[src/rtl/alu8_pkg.sv]
package alu8_pkg;

  typedef enum logic [3:0] {
    OP_ADD  = 4'd0,
    OP_SUB  = 4'd1,
    OP_AND  = 4'd2,
    OP_OR   = 4'd3,
    OP_XOR  = 4'd4,
    OP_CMP  = 4'd5,
    OP_BIT  = 4'd6,
    OP_SHL  = 4'd7,
    OP_SHR  = 4'd8,
    OP_ROL  = 4'd9,
    OP_ROR  = 4'd10,
    OP_INC  = 4'd11,
    OP_DEC  = 4'd12,
    OP_PASS = 4'd13,
    OP_RS14 = 4'd14,
    OP_RS15 = 4'd15
  } alu_op_e;

  typedef enum logic [1:0] {
    LG_AND  = 2'd0,
    LG_OR   = 2'd1,
    LG_XOR  = 2'd2,
    LG_PASS = 2'd3
  } logic_sel_e;

  // One BCD digit of an addition: returns {carry_out, digit}.
  function automatic logic [4:0] bcd_add_digit(input logic [3:0] x,
                                               input logic [3:0] y,
                                               input logic       ci);
    logic [4:0] s;
    s = {1'b0, x} + {1'b0, y} + {4'b0, ci};
    if (s > 5'd9) return {1'b1, s[3:0] + 4'd6};
    return {1'b0, s[3:0]};
  endfunction

  // One BCD digit of a subtraction: nbi is "no borrow in";
  // returns {no_borrow_out, digit}.
  function automatic logic [4:0] bcd_sub_digit(input logic [3:0] x,
                                               input logic [3:0] y,
                                               input logic       nbi);
    logic [4:0] d;
    d = {1'b0, x} - {1'b0, y} - {4'b0, ~nbi};
    if (d[4]) return {1'b0, d[3:0] - 4'd6};
    return {1'b1, d[3:0]};
  endfunction

endpackage

[src/rtl/alu8_addsub.sv]
module alu8_addsub import alu8_pkg::*; #(
  parameter int W = 8
) (
  input  logic [W-1:0] a,
  input  logic [W-1:0] m,
  input  logic         cin,
  input  logic         sub,
  input  logic         dec,
  output logic [W-1:0] res,
  output logic [W-1:0] bin_res,
  output logic         cout,
  output logic         ovf
);
  localparam int DIG = W / 4;

  logic [W-1:0] m_eff;
  logic [W:0]   bin_full;
  logic [W-1:0] dec_res;
  logic [DIG:0] dchain;

  assign dchain[0] = cin;

  generate
    for (genvar g = 0; g < DIG; g++) begin : g_digit
      logic [4:0] dg;
      assign dg = sub ? bcd_sub_digit(a[4*g +: 4], m[4*g +: 4], dchain[g])
                      : bcd_add_digit(a[4*g +: 4], m[4*g +: 4], dchain[g]);
      assign dec_res[4*g +: 4] = dg[3:0];
      assign dchain[g+1]       = dg[4];
    end
  endgenerate

  always_comb begin
    m_eff    = sub ? ~m : m;
    bin_full = {1'b0, a} + {1'b0, m_eff} + {{W{1'b0}}, cin};
    bin_res  = bin_full[W-1:0];
    ovf      = (a[W-1] == m_eff[W-1]) && (bin_full[W-1] != a[W-1]);
    res      = dec ? dec_res : bin_res;
    cout     = dec ? dchain[DIG] : bin_full[W];
  end

  function automatic logic all_bcd(input logic [W-1:0] v);
    logic ok;
    ok = 1'b1;
    for (int i = 0; i < DIG; i++) if (v[4*i +: 4] > 4'd9) ok = 1'b0;
    return ok;
  endfunction

  // valid BCD operands must yield valid BCD digits
  always_comb begin
    if (dec && all_bcd(a) && all_bcd(m))
      assert_bcd_digits_R4: assert (all_bcd(res));
  end

endmodule

[src/rtl/alu8_logic.sv]
module alu8_logic import alu8_pkg::*; #(
  parameter int W = 8
) (
  input  logic [W-1:0] a,
  input  logic [W-1:0] m,
  input  logic [1:0]   sel,
  output logic [W-1:0] res
);
  always_comb begin
    case (logic_sel_e'(sel))
      LG_AND:  res = a & m;
      LG_OR:   res = a | m;
      LG_XOR:  res = a ^ m;
      default: res = m;
    endcase
  end

  // an AND never sets a bit that the register operand lacks
  always_comb begin
    if (sel == LG_AND) assert_and_subset_R5: assert ((res & ~a) == '0);
    if (sel == LG_OR)  assert_or_superset_R5: assert ((res & a) == a);
  end
endmodule

[src/rtl/alu8_shifter.sv]
module alu8_shifter #(
  parameter int W = 8
) (
  input  logic [W-1:0] a,
  input  logic         cin,
  input  logic         left,
  input  logic         rotate,
  output logic [W-1:0] res,
  output logic         cout
);
  logic fill;

  always_comb begin
    fill = rotate & cin;
    if (left) begin
      res  = {a[W-2:0], fill};
      cout = a[W-1];
    end else begin
      res  = {fill, a[W-1:1]};
      cout = a[0];
    end
  end

  // bits are conserved across result and carry
  always_comb begin
    if (rotate)
      assert_rot_conserve_R9: assert ($countones(res) + 32'(cout) ==
                                      $countones(a) + 32'(cin));
    else
      assert_shift_conserve_R8: assert ($countones(res) + 32'(cout) ==
                                        $countones(a));
  end
endmodule

[src/rtl/alu8_core.sv]
module alu8_core import alu8_pkg::*; #(
  parameter int W = 8
) (
  input  logic [3:0]   op,
  input  logic [W-1:0] a,
  input  logic [W-1:0] m,
  input  logic         carry_in,
  input  logic         decimal,
  output logic [W-1:0] result,
  output logic         res_we,
  output logic         flag_n,
  output logic         flag_v,
  output logic         flag_z,
  output logic         flag_c,
  output logic [3:0]   flag_we
);
  localparam int SGN = W - 1;

  alu_op_e opc;
  assign opc = alu_op_e'(op);

  // named decode events
  logic is_arith, is_logic, is_cmp, is_bit, is_shift, is_incdec;
  always_comb begin
    is_arith  = (opc == OP_ADD) || (opc == OP_SUB);
    is_logic  = (opc == OP_AND) || (opc == OP_OR) || (opc == OP_XOR) ||
                (opc == OP_PASS);
    is_cmp    = (opc == OP_CMP);
    is_bit    = (opc == OP_BIT);
    is_shift  = (opc == OP_SHL) || (opc == OP_SHR) || (opc == OP_ROL) ||
                (opc == OP_ROR);
    is_incdec = (opc == OP_INC) || (opc == OP_DEC);
  end

  // adder / subtractor, shared with compare
  logic         as_sub, as_cin, as_dec, as_cout, as_ovf;
  logic [W-1:0] as_res, as_bin;
  assign as_sub = (opc == OP_SUB) || is_cmp;
  assign as_cin = is_cmp ? 1'b1 : carry_in;
  assign as_dec = decimal && is_arith;

  alu8_addsub #(.W(W)) u_addsub (
    .a(a), .m(m), .cin(as_cin), .sub(as_sub), .dec(as_dec),
    .res(as_res), .bin_res(as_bin), .cout(as_cout), .ovf(as_ovf)
  );

  // bitwise unit, also serves bit test
  logic [1:0]   lg_sel;
  logic [W-1:0] lg_res;
  always_comb begin
    case (opc)
      OP_OR:   lg_sel = LG_OR;
      OP_XOR:  lg_sel = LG_XOR;
      OP_PASS: lg_sel = LG_PASS;
      default: lg_sel = LG_AND;
    endcase
  end

  alu8_logic #(.W(W)) u_logic (.a(a), .m(m), .sel(lg_sel), .res(lg_res));

  // shifter
  logic         sh_left, sh_rot, sh_cout;
  logic [W-1:0] sh_res;
  assign sh_left = (opc == OP_SHL) || (opc == OP_ROL);
  assign sh_rot  = (opc == OP_ROL) || (opc == OP_ROR);

  alu8_shifter #(.W(W)) u_shift (
    .a(a), .cin(carry_in), .left(sh_left), .rotate(sh_rot),
    .res(sh_res), .cout(sh_cout)
  );

  logic [W-1:0] id_res;
  assign id_res = (opc == OP_INC) ? a + 1'b1 : a - 1'b1;

  // result and flag assembly; mask order is {N,V,Z,C}
  always_comb begin
    result  = '0;
    res_we  = 1'b0;
    flag_n  = 1'b0;
    flag_v  = 1'b0;
    flag_z  = 1'b0;
    flag_c  = 1'b0;
    flag_we = 4'b0000;
    if (is_arith) begin
      result  = as_res;
      res_we  = 1'b1;
      flag_n  = as_bin[SGN];
      flag_z  = (as_bin == '0);
      flag_v  = as_ovf;
      flag_c  = as_cout;
      flag_we = 4'b1111;
    end else if (is_cmp) begin
      flag_n  = ~as_cout;
      flag_z  = (as_bin == '0);
      flag_c  = as_cout;
      flag_we = 4'b1011;
    end else if (is_bit) begin
      flag_n  = m[SGN];
      flag_v  = m[SGN-1];
      flag_z  = (lg_res == '0);
      flag_we = 4'b1110;
    end else if (is_logic || is_incdec) begin
      result  = is_logic ? lg_res : id_res;
      res_we  = 1'b1;
      flag_n  = result[SGN];
      flag_z  = (result == '0);
      flag_we = 4'b1010;
    end else if (is_shift) begin
      result  = sh_res;
      res_we  = 1'b1;
      flag_n  = sh_res[SGN];
      flag_z  = (sh_res == '0);
      flag_c  = sh_cout;
      flag_we = 4'b1011;
    end
  end

  // checks tying sub-unit outputs to the operands
  always_comb begin
    assert_class_onehot_R11: assert ($onehot0({is_arith, is_logic, is_cmp,
                                               is_bit, is_shift, is_incdec}));
    if (is_cmp)
      assert_cmp_carry_R6: assert (flag_c == (a >= m));
    if (is_bit)
      assert_bit_zero_R7: assert (flag_z == ((a & m) == '0));
    if (is_arith && !decimal)
      assert_bin_zero_R12: assert (flag_z == (result == '0));
    if (!res_we)
      assert_no_result_R11: assert (result == '0);
  end

endmodule

[config.mk]
export PLATFORM = sky130hd
export DESIGN_NAME = alu8_core
export DESIGN_NICKNAME = d
export VERILOG_FILES = /design/src/rtl/alu8_pkg.sv /design/src/rtl/alu8_addsub.sv /design/src/rtl/alu8_logic.sv /design/src/rtl/alu8_shifter.sv /design/src/rtl/alu8_core.sv
export SDC_FILE = /design/constraint.sdc
export NUM_CORES = 1
export LEC_CHECK = 0
export BUFFER_PORTS_ARGS = -buffer_cell sky130_fd_sc_hd__buf_2
export CAP_MARGIN = 20
export CORE_UTILIZATION = 65
export DETAILED_ROUTE_END_ITERATION = 16
export GPL_TIMING_DRIVEN = 0
export PLACE_DENSITY = 0.87
export SKIP_LAST_GASP = 1
export SLEW_MARGIN = 25
export SYNTH_ARGS = -nofsm -noshare
export SYNTH_HDL_FRONTEND = slang
export SYNTH_HIERARCHICAL = 1
export SYNTH_SLANG_ARGS = --single-unit
[constraint.sdc]
create_clock -name vclk -period 15.4
set_clock_uncertainty 0.15 [all_clocks]
set_input_delay 1.54 -clock vclk [all_inputs]
set_output_delay 1.54 -clock vclk [all_outputs]
set_load 0.02 [all_outputs]
* Yosys cells after proc, flatten, opt, wreduce, memory -nomap -nowiden
Cells that the tools add are included.
** Cells by class
- Add/sub/neg operators :: 16
- Multiply operators :: 0
- Div/mod/pow operators :: 0
- Magnitude comparators :: 2
- Equal/unequal tests :: 17
- Shift-type cells :: 0
- Mux-type cells :: 57
- Bitwise operators :: 8
- Reductions and logical operators :: 20
** Operators by type and width (number)
- $mux 8 :: 10
- $mux 5 :: 10
- $logic_not 8->1 :: 4
- $mux 1 :: 30
- $eq 4x4->1 const B :: 6
- $pmux 8 s3 :: 1
- $mux 4 :: 5
- $eq 4x3->1 const B :: 4
- $logic_or 1x1->1 :: 12
- $add 4x4->5 :: 2
- $add 5x1->5 :: 2
- $gt 5x4->1 const B :: 2
- $sub 4x4->5 :: 2
- $sub 5x1->5 :: 2
- $add 8x8->9 :: 1
- $add 9x1->9 :: 1
- $add 4x3->4 const B :: 2
- $add 8x1->8 const B :: 1
- $and 8x8->8 :: 1
- $eq 4x2->1 const B :: 2
- $not 8->8 :: 1
- $or 8x8->8 :: 1
- $sub 4x3->4 const B :: 2
- $sub 8x1->8 const B :: 1
- 12 further kinds :: 15
** Storage, ports and cells
- Bits in registers :: 0
- Bits in latches :: 0
- Memory bits (writable) :: 0
- ROM bits :: 0
- Bits of input ports :: 22
- Logic and storage cells :: 120
- Memories :: 0

* Logic depth before layout (Yosys ltp)
- Depth after elaboration :: 18
- Gate-level depth with buffers :: 28

* By module
Netlist, hierarchy kept.
** Modules (own cells, without submodules)
- alu8_addsub :: instances 1, cells each 193, area each 1596.5 um^2, seq. area each 0.0 um^2
- alu8_core :: instances 1, cells each 161, area each 1039.7 um^2, seq. area each 0.0 um^2
- alu8_logic :: instances 1, cells each 50, area each 493.0 um^2, seq. area each 0.0 um^2
- alu8_shifter :: instances 1, cells each 14, area each 138.9 um^2, seq. area each 0.0 um^2

* Least setup slack after synthesis
Ideal clock, no wire load.
- Kind :: input to output
- Start point :: input op[2]
- End point :: output flag_c
- Arrival time :: 6.457 ns
- Required time :: 13.710 ns
- Setup slack :: 7.253 ns
- Cell stages on the path :: 28
- Cells stage by stage :: clkbuf_1 nor2b_1 a21o_1 inv_1 fa_1 inv_1 fa_1 inv_1 ha_1 inv_1 a21o_1 a31oi_4 inv_1 mux2i_1 fa_1 inv_1 fa_1 xnor2_1 inv_1 ha_1 nand2_1 o31ai_1 o21ai_2 mux2i_1 a22oi_1 nor2b_1 a21oi_1 o22ai_1
** On the way
- Word-level cells in the longest chain between the ends :: 15
- Elaborated cells on any way between the ends :: 55
** RTL lines
- start: declaration :: line alu8_core.sv:4 : input logic [3:0] op,
- $eq 4x3->1 (*) :: line alu8_core.sv:28 : is_cmp = (opc == OP_CMP);
- $mux 1 (*) :: line alu8_core.sv:39 : assign as_cin = is_cmp ? 1'b1 : carry_in;
- named net as_cin :: line alu8_core.sv:36 : logic as_sub, as_cin, as_dec, as_cout, as_ovf;
- $add 5x1->5 / $not 1->1 (equally long branches) :: line alu8_pkg.sv:34, alu8_pkg.sv:45
- $gt 5x4->1 / $sub 5x1->5 (equally long branches) :: line alu8_pkg.sv:35, alu8_pkg.sv:45
- $mux 1 (on tied branches) :: line alu8_pkg.sv:35, alu8_pkg.sv:46
- $mux 5 (on tied branches) :: line alu8_pkg.sv:36, alu8_pkg.sv:47
- $mux 5 :: line alu8_addsub.sv:26 : assign dg = sub ? bcd_sub_digit(a[4*g +: 4], m[4*g +: 4], dchain[g])
- $add 5x1->5 / $not 1->1 (equally long branches) :: line alu8_pkg.sv:34, alu8_pkg.sv:45
- $gt 5x4->1 / $sub 5x1->5 (equally long branches) :: line alu8_pkg.sv:35, alu8_pkg.sv:45
- $mux 1 (on tied branches) :: line alu8_pkg.sv:35, alu8_pkg.sv:46
- $mux 5 (on tied branches) :: line alu8_pkg.sv:36, alu8_pkg.sv:47
- $mux 5 :: line alu8_addsub.sv:26
- $mux 1 (*) :: line alu8_addsub.sv:39 : cout = dec ? dchain[DIG] : bin_full[W];
- named net as_cout :: line alu8_core.sv:36
- $mux 1 :: line alu8_core.sv:92 : end else if (is_cmp) begin
- $mux 1 (*) :: line alu8_core.sv:84 : if (is_arith) begin
- end: declaration :: line alu8_core.sv:14 : output logic flag_c,
The timed path passes the listed nets; every way through them passes the cells marked *.

* Final worst setup path
Ends and elaborated chain as after synthesis.

==> results.txt <==
----------------------------------------------------
[Synth]
  Dominant combinational cell family by area after synthesis ... adder cells
  Area fraction in compound gates after synthesis ... 22.1%
  Share of synthesized cell area in and, or, nand and nor gates ... 17.5%
  Count of different cell masters after synthesis ... 64
  Largest area contributor in the netlist ... sky130_fd_sc_hd__ha_1
  Synthesized net count ... 504
  Fraction of post-synthesis cell area in the top cell type by area ... 20.3%
  Adder and majority cell fraction of the synthesized area ... 27.0%
  Proportion of synthesized area in mux cells ... 12.2%
  Sequential fraction of the synthesis area ... 0%
  Number of standard cells after synthesis ... 418
  Mean cell area of the mapped netlist ... 7.82 µm²
  Top area cells in the synthesized netlist ... sky130_fd_sc_hd__ha_1 20%, sky130_fd_sc_hd__inv_1 7.4%, sky130_fd_sc_hd__fa_1 6.7%
  Post-synthesis cell area ... 3270 µm²
  Area share of xor/xnor cells in the synthesized design ... 10.9%
  Synthesis warning total ... 6

[STA]
  RSZ-0062 raised after global routing ... no
  Worst Tran Pin Value ... 0.806 ns
  Tmin final ... 9.08 ns
  Final Hold Violating Endpoints ... 0
  Post-route setup slack ... 6.32 ns
  Slew Viols, Final ... 0
  Period utilization ... 59.0%
  Headroom to the max-slew limit ... 46.2%
  Setup violations, final ... 0
  Summed negative setup slack over all endpoints ... 0 ns
  Maximum clock frequency ... 110 MHz

[Power and ir drop]
  Post-layout total power ... 0.175 mW
  Pwr Density ... 49.3 nW/µm²
  Leak pwr ... 1.72 nW
  Peak VDD IR ... 0.0000348 V

[Floorplanning]
  Die extent in y ... 72.9 µm
  # rows ... 25
  Top-level port count ... 39
  Starting Density ... 68.3%
  Full die area ... 5320 µm²
  Die X ... 72.9 µm
  Area inside the core boundary ... 4790 µm²

[GRT]
  Number of antenna violations at the first check in global routing ... 0
  Global router's overall resource usage ... 30.8%
  Number of global-route vias before repair ... 2900
  Pin count of the biggest net entering global routing ... 15
  Wire length of the first global-routing pass ... 13.1 mm
  Total gr overflow ... 0

[Worst hold path]
  Kind of path behind the tightest hold check ... in2out

[Placed design]
  Buffers on Ports ... 39
  Detailed Place HPWL ... 6.57 mm
  Cell area after placement ... 3550 µm²
  Worst slack after detailed placement ... 6.37 ns
  GP Congestion ... 0.946
  # placed instances ... 524

[Worst setup path]
  Critical path arrival ... 7.39 ns
  CP max stage delay ... 0.42 ns
  Worst Setup End Kind ... output pin
  Crit Path Class ... in2out
  Most common cell type on the critical path ... sky130_fd_sc_hd__inv_1
  Data required time at the worst endpoint ... 13.71 ns
  Crit-path max FO ... 10
  Critical Path Start Type ... input pin
  Slowest CP cell ... sky130_fd_sc_hd__fa_1

[Routing]
  Vias after detailed routing ... 3164
  Post-detailed-route wirelength per cell ... 15.1 µm
  Total iterations of the first detailed-routing run ... 5
  DRC marker count from the first detailed-route iteration ... 259
  Drt total wl ... 7.94 mm
  DR vias/cell ... 6.04
  DR DRC count ... 0
  Antenna viol nets, final ... 0

[CTS]
  Cts hold-fix bufs ... 0
  Post-cts gate resize count ... 0
  Post-CTS Setup Inserts ... 0

[Cells and area]
  Total number of sequential cells ... 0
  # diodes ... 0
  NumNets Final ... 545
  Final-layout clock buffer total ... 0
  Fraction of layout cells with a size suffix above 1 ... 17.9%
  Final cell count without fillers ... 524
  Area added between synthesis and finish ... 8.54%
  FF/Latch Area ... 0 µm²
  Final standard cell area without fillers ... 3550 µm²

[Run status]
  Run status ... complete, no violations

[Run]
  Maxcap violations ... 0

----------------------------------------------------
==> kinds of logic (layout without fill, tap and decap cells) <==
logic type / Yosys count / in the layout
AO/OA/AOI/OAI: 102 / 102
XOR/XNOR: 39 / 39
adder cells (fa/ha/maj): 64 / 64
buffers and inverters: 81 / 120
multiplexers: 26 / 26
AND/OR/NAND/NOR: 106 / 106
==> per-layer routing <==
layer	share of wire [%]	wire length [µm]	GRT usage [%]
met1	45	3570	40.8
met2	47	3760	54.1
met3	5.0	393	1.38
met4	2.7	212	9.59
met5	0	0	0
==> synthesized netlist by cell type (3+ instances only) <==
cell	instances
sky130_fd_sc_hd__a21o_1	6
sky130_fd_sc_hd__a21oi_1	20
sky130_fd_sc_hd__a22oi_1	8
sky130_fd_sc_hd__and2_1	3
sky130_fd_sc_hd__buf_2	3
sky130_fd_sc_hd__buf_6	3
sky130_fd_sc_hd__clkbuf_1	8
sky130_fd_sc_hd__fa_1	11
sky130_fd_sc_hd__ha_1	53
sky130_fd_sc_hd__inv_1	64
sky130_fd_sc_hd__mux2_2	3
sky130_fd_sc_hd__mux2_4	7
sky130_fd_sc_hd__mux2i_1	8
sky130_fd_sc_hd__mux4_2	8
sky130_fd_sc_hd__nand2_1	19
sky130_fd_sc_hd__nand2b_1	11
sky130_fd_sc_hd__nand3_1	4
sky130_fd_sc_hd__nand3b_1	4
sky130_fd_sc_hd__nor2_1	27
sky130_fd_sc_hd__nor2b_1	13
sky130_fd_sc_hd__nor3_1	6
sky130_fd_sc_hd__nor4_1	4
sky130_fd_sc_hd__o211ai_1	4
sky130_fd_sc_hd__o21a_1	5
sky130_fd_sc_hd__o21ai_0	22
sky130_fd_sc_hd__o21ai_1	3
sky130_fd_sc_hd__o221ai_1	3
sky130_fd_sc_hd__o22ai_1	6
sky130_fd_sc_hd__xnor2_1	17
sky130_fd_sc_hd__xor2_1	20
==> critical path: cells and delay by family <==
| kind | cells | cell delay [ns] |
|---|---|---|
| buffers and inverters | 9 | 1.06 |
| multiplexers | 2 | 0.36 |
| AO/OA/AOI/OAI | 8 | 1.42 |
| AND/OR/NAND/NOR | 3 | 0.62 |
| XOR/XNOR | 2 | 0.61 |
| adder cells (fa/ha/maj) | 6 | 1.77 |
==> worst paths after layout <==
path                  slack (ns)  endpoint   from  cells past startpoint
worst max-delay path        6.32    flag_c  op[2]                     30
worst min-delay path        3.40    flag_v   m[6]                      4
==> power by group <==
group	leakage (nW)	internal, mW	switching, mW	total, mW
Clock	0	0	0	0
Sequential	0	0	0	0
Combinational	1.72	0.0757	0.0991	0.175
==> layout make-up <==
cell class	instances	area, µm²
Inverter	65	244
Tap cell	67	83.8
Fill cell	386	1240
Timing Repair Buffer	39	195
Buffer	16	93.8
Multi-Input combinational cell	337	2930
==> layout by cell type (no fill, tap or decap), types with 11 or more instances in the layout <==
master,synthesis,layout
sky130_fd_sc_hd__ha_1,53,53
sky130_fd_sc_hd__nor2_1,27,27
sky130_fd_sc_hd__o21ai_0,22,22
sky130_fd_sc_hd__nand2b_1,11,11
sky130_fd_sc_hd__xnor2_1,17,17
sky130_fd_sc_hd__a21oi_1,20,20
sky130_fd_sc_hd__nand2_1,19,19
sky130_fd_sc_hd__buf_2,3,42
sky130_fd_sc_hd__fa_1,11,11
sky130_fd_sc_hd__nor2b_1,13,13
sky130_fd_sc_hd__inv_1,64,64
sky130_fd_sc_hd__xor2_1,20,20
==> stage by stage <==
step / hold slack, ns / util [%]
final: 3.40 / 74.1
after global routing: 3.44 / 74.1
after CTS: 3.40 / 74.1
after detailed placement: 3.40 / 74.1
after global placement: 3.39 / 74.1
after floorplan: 3.14 / -
(Power assumes the default switching activity.)
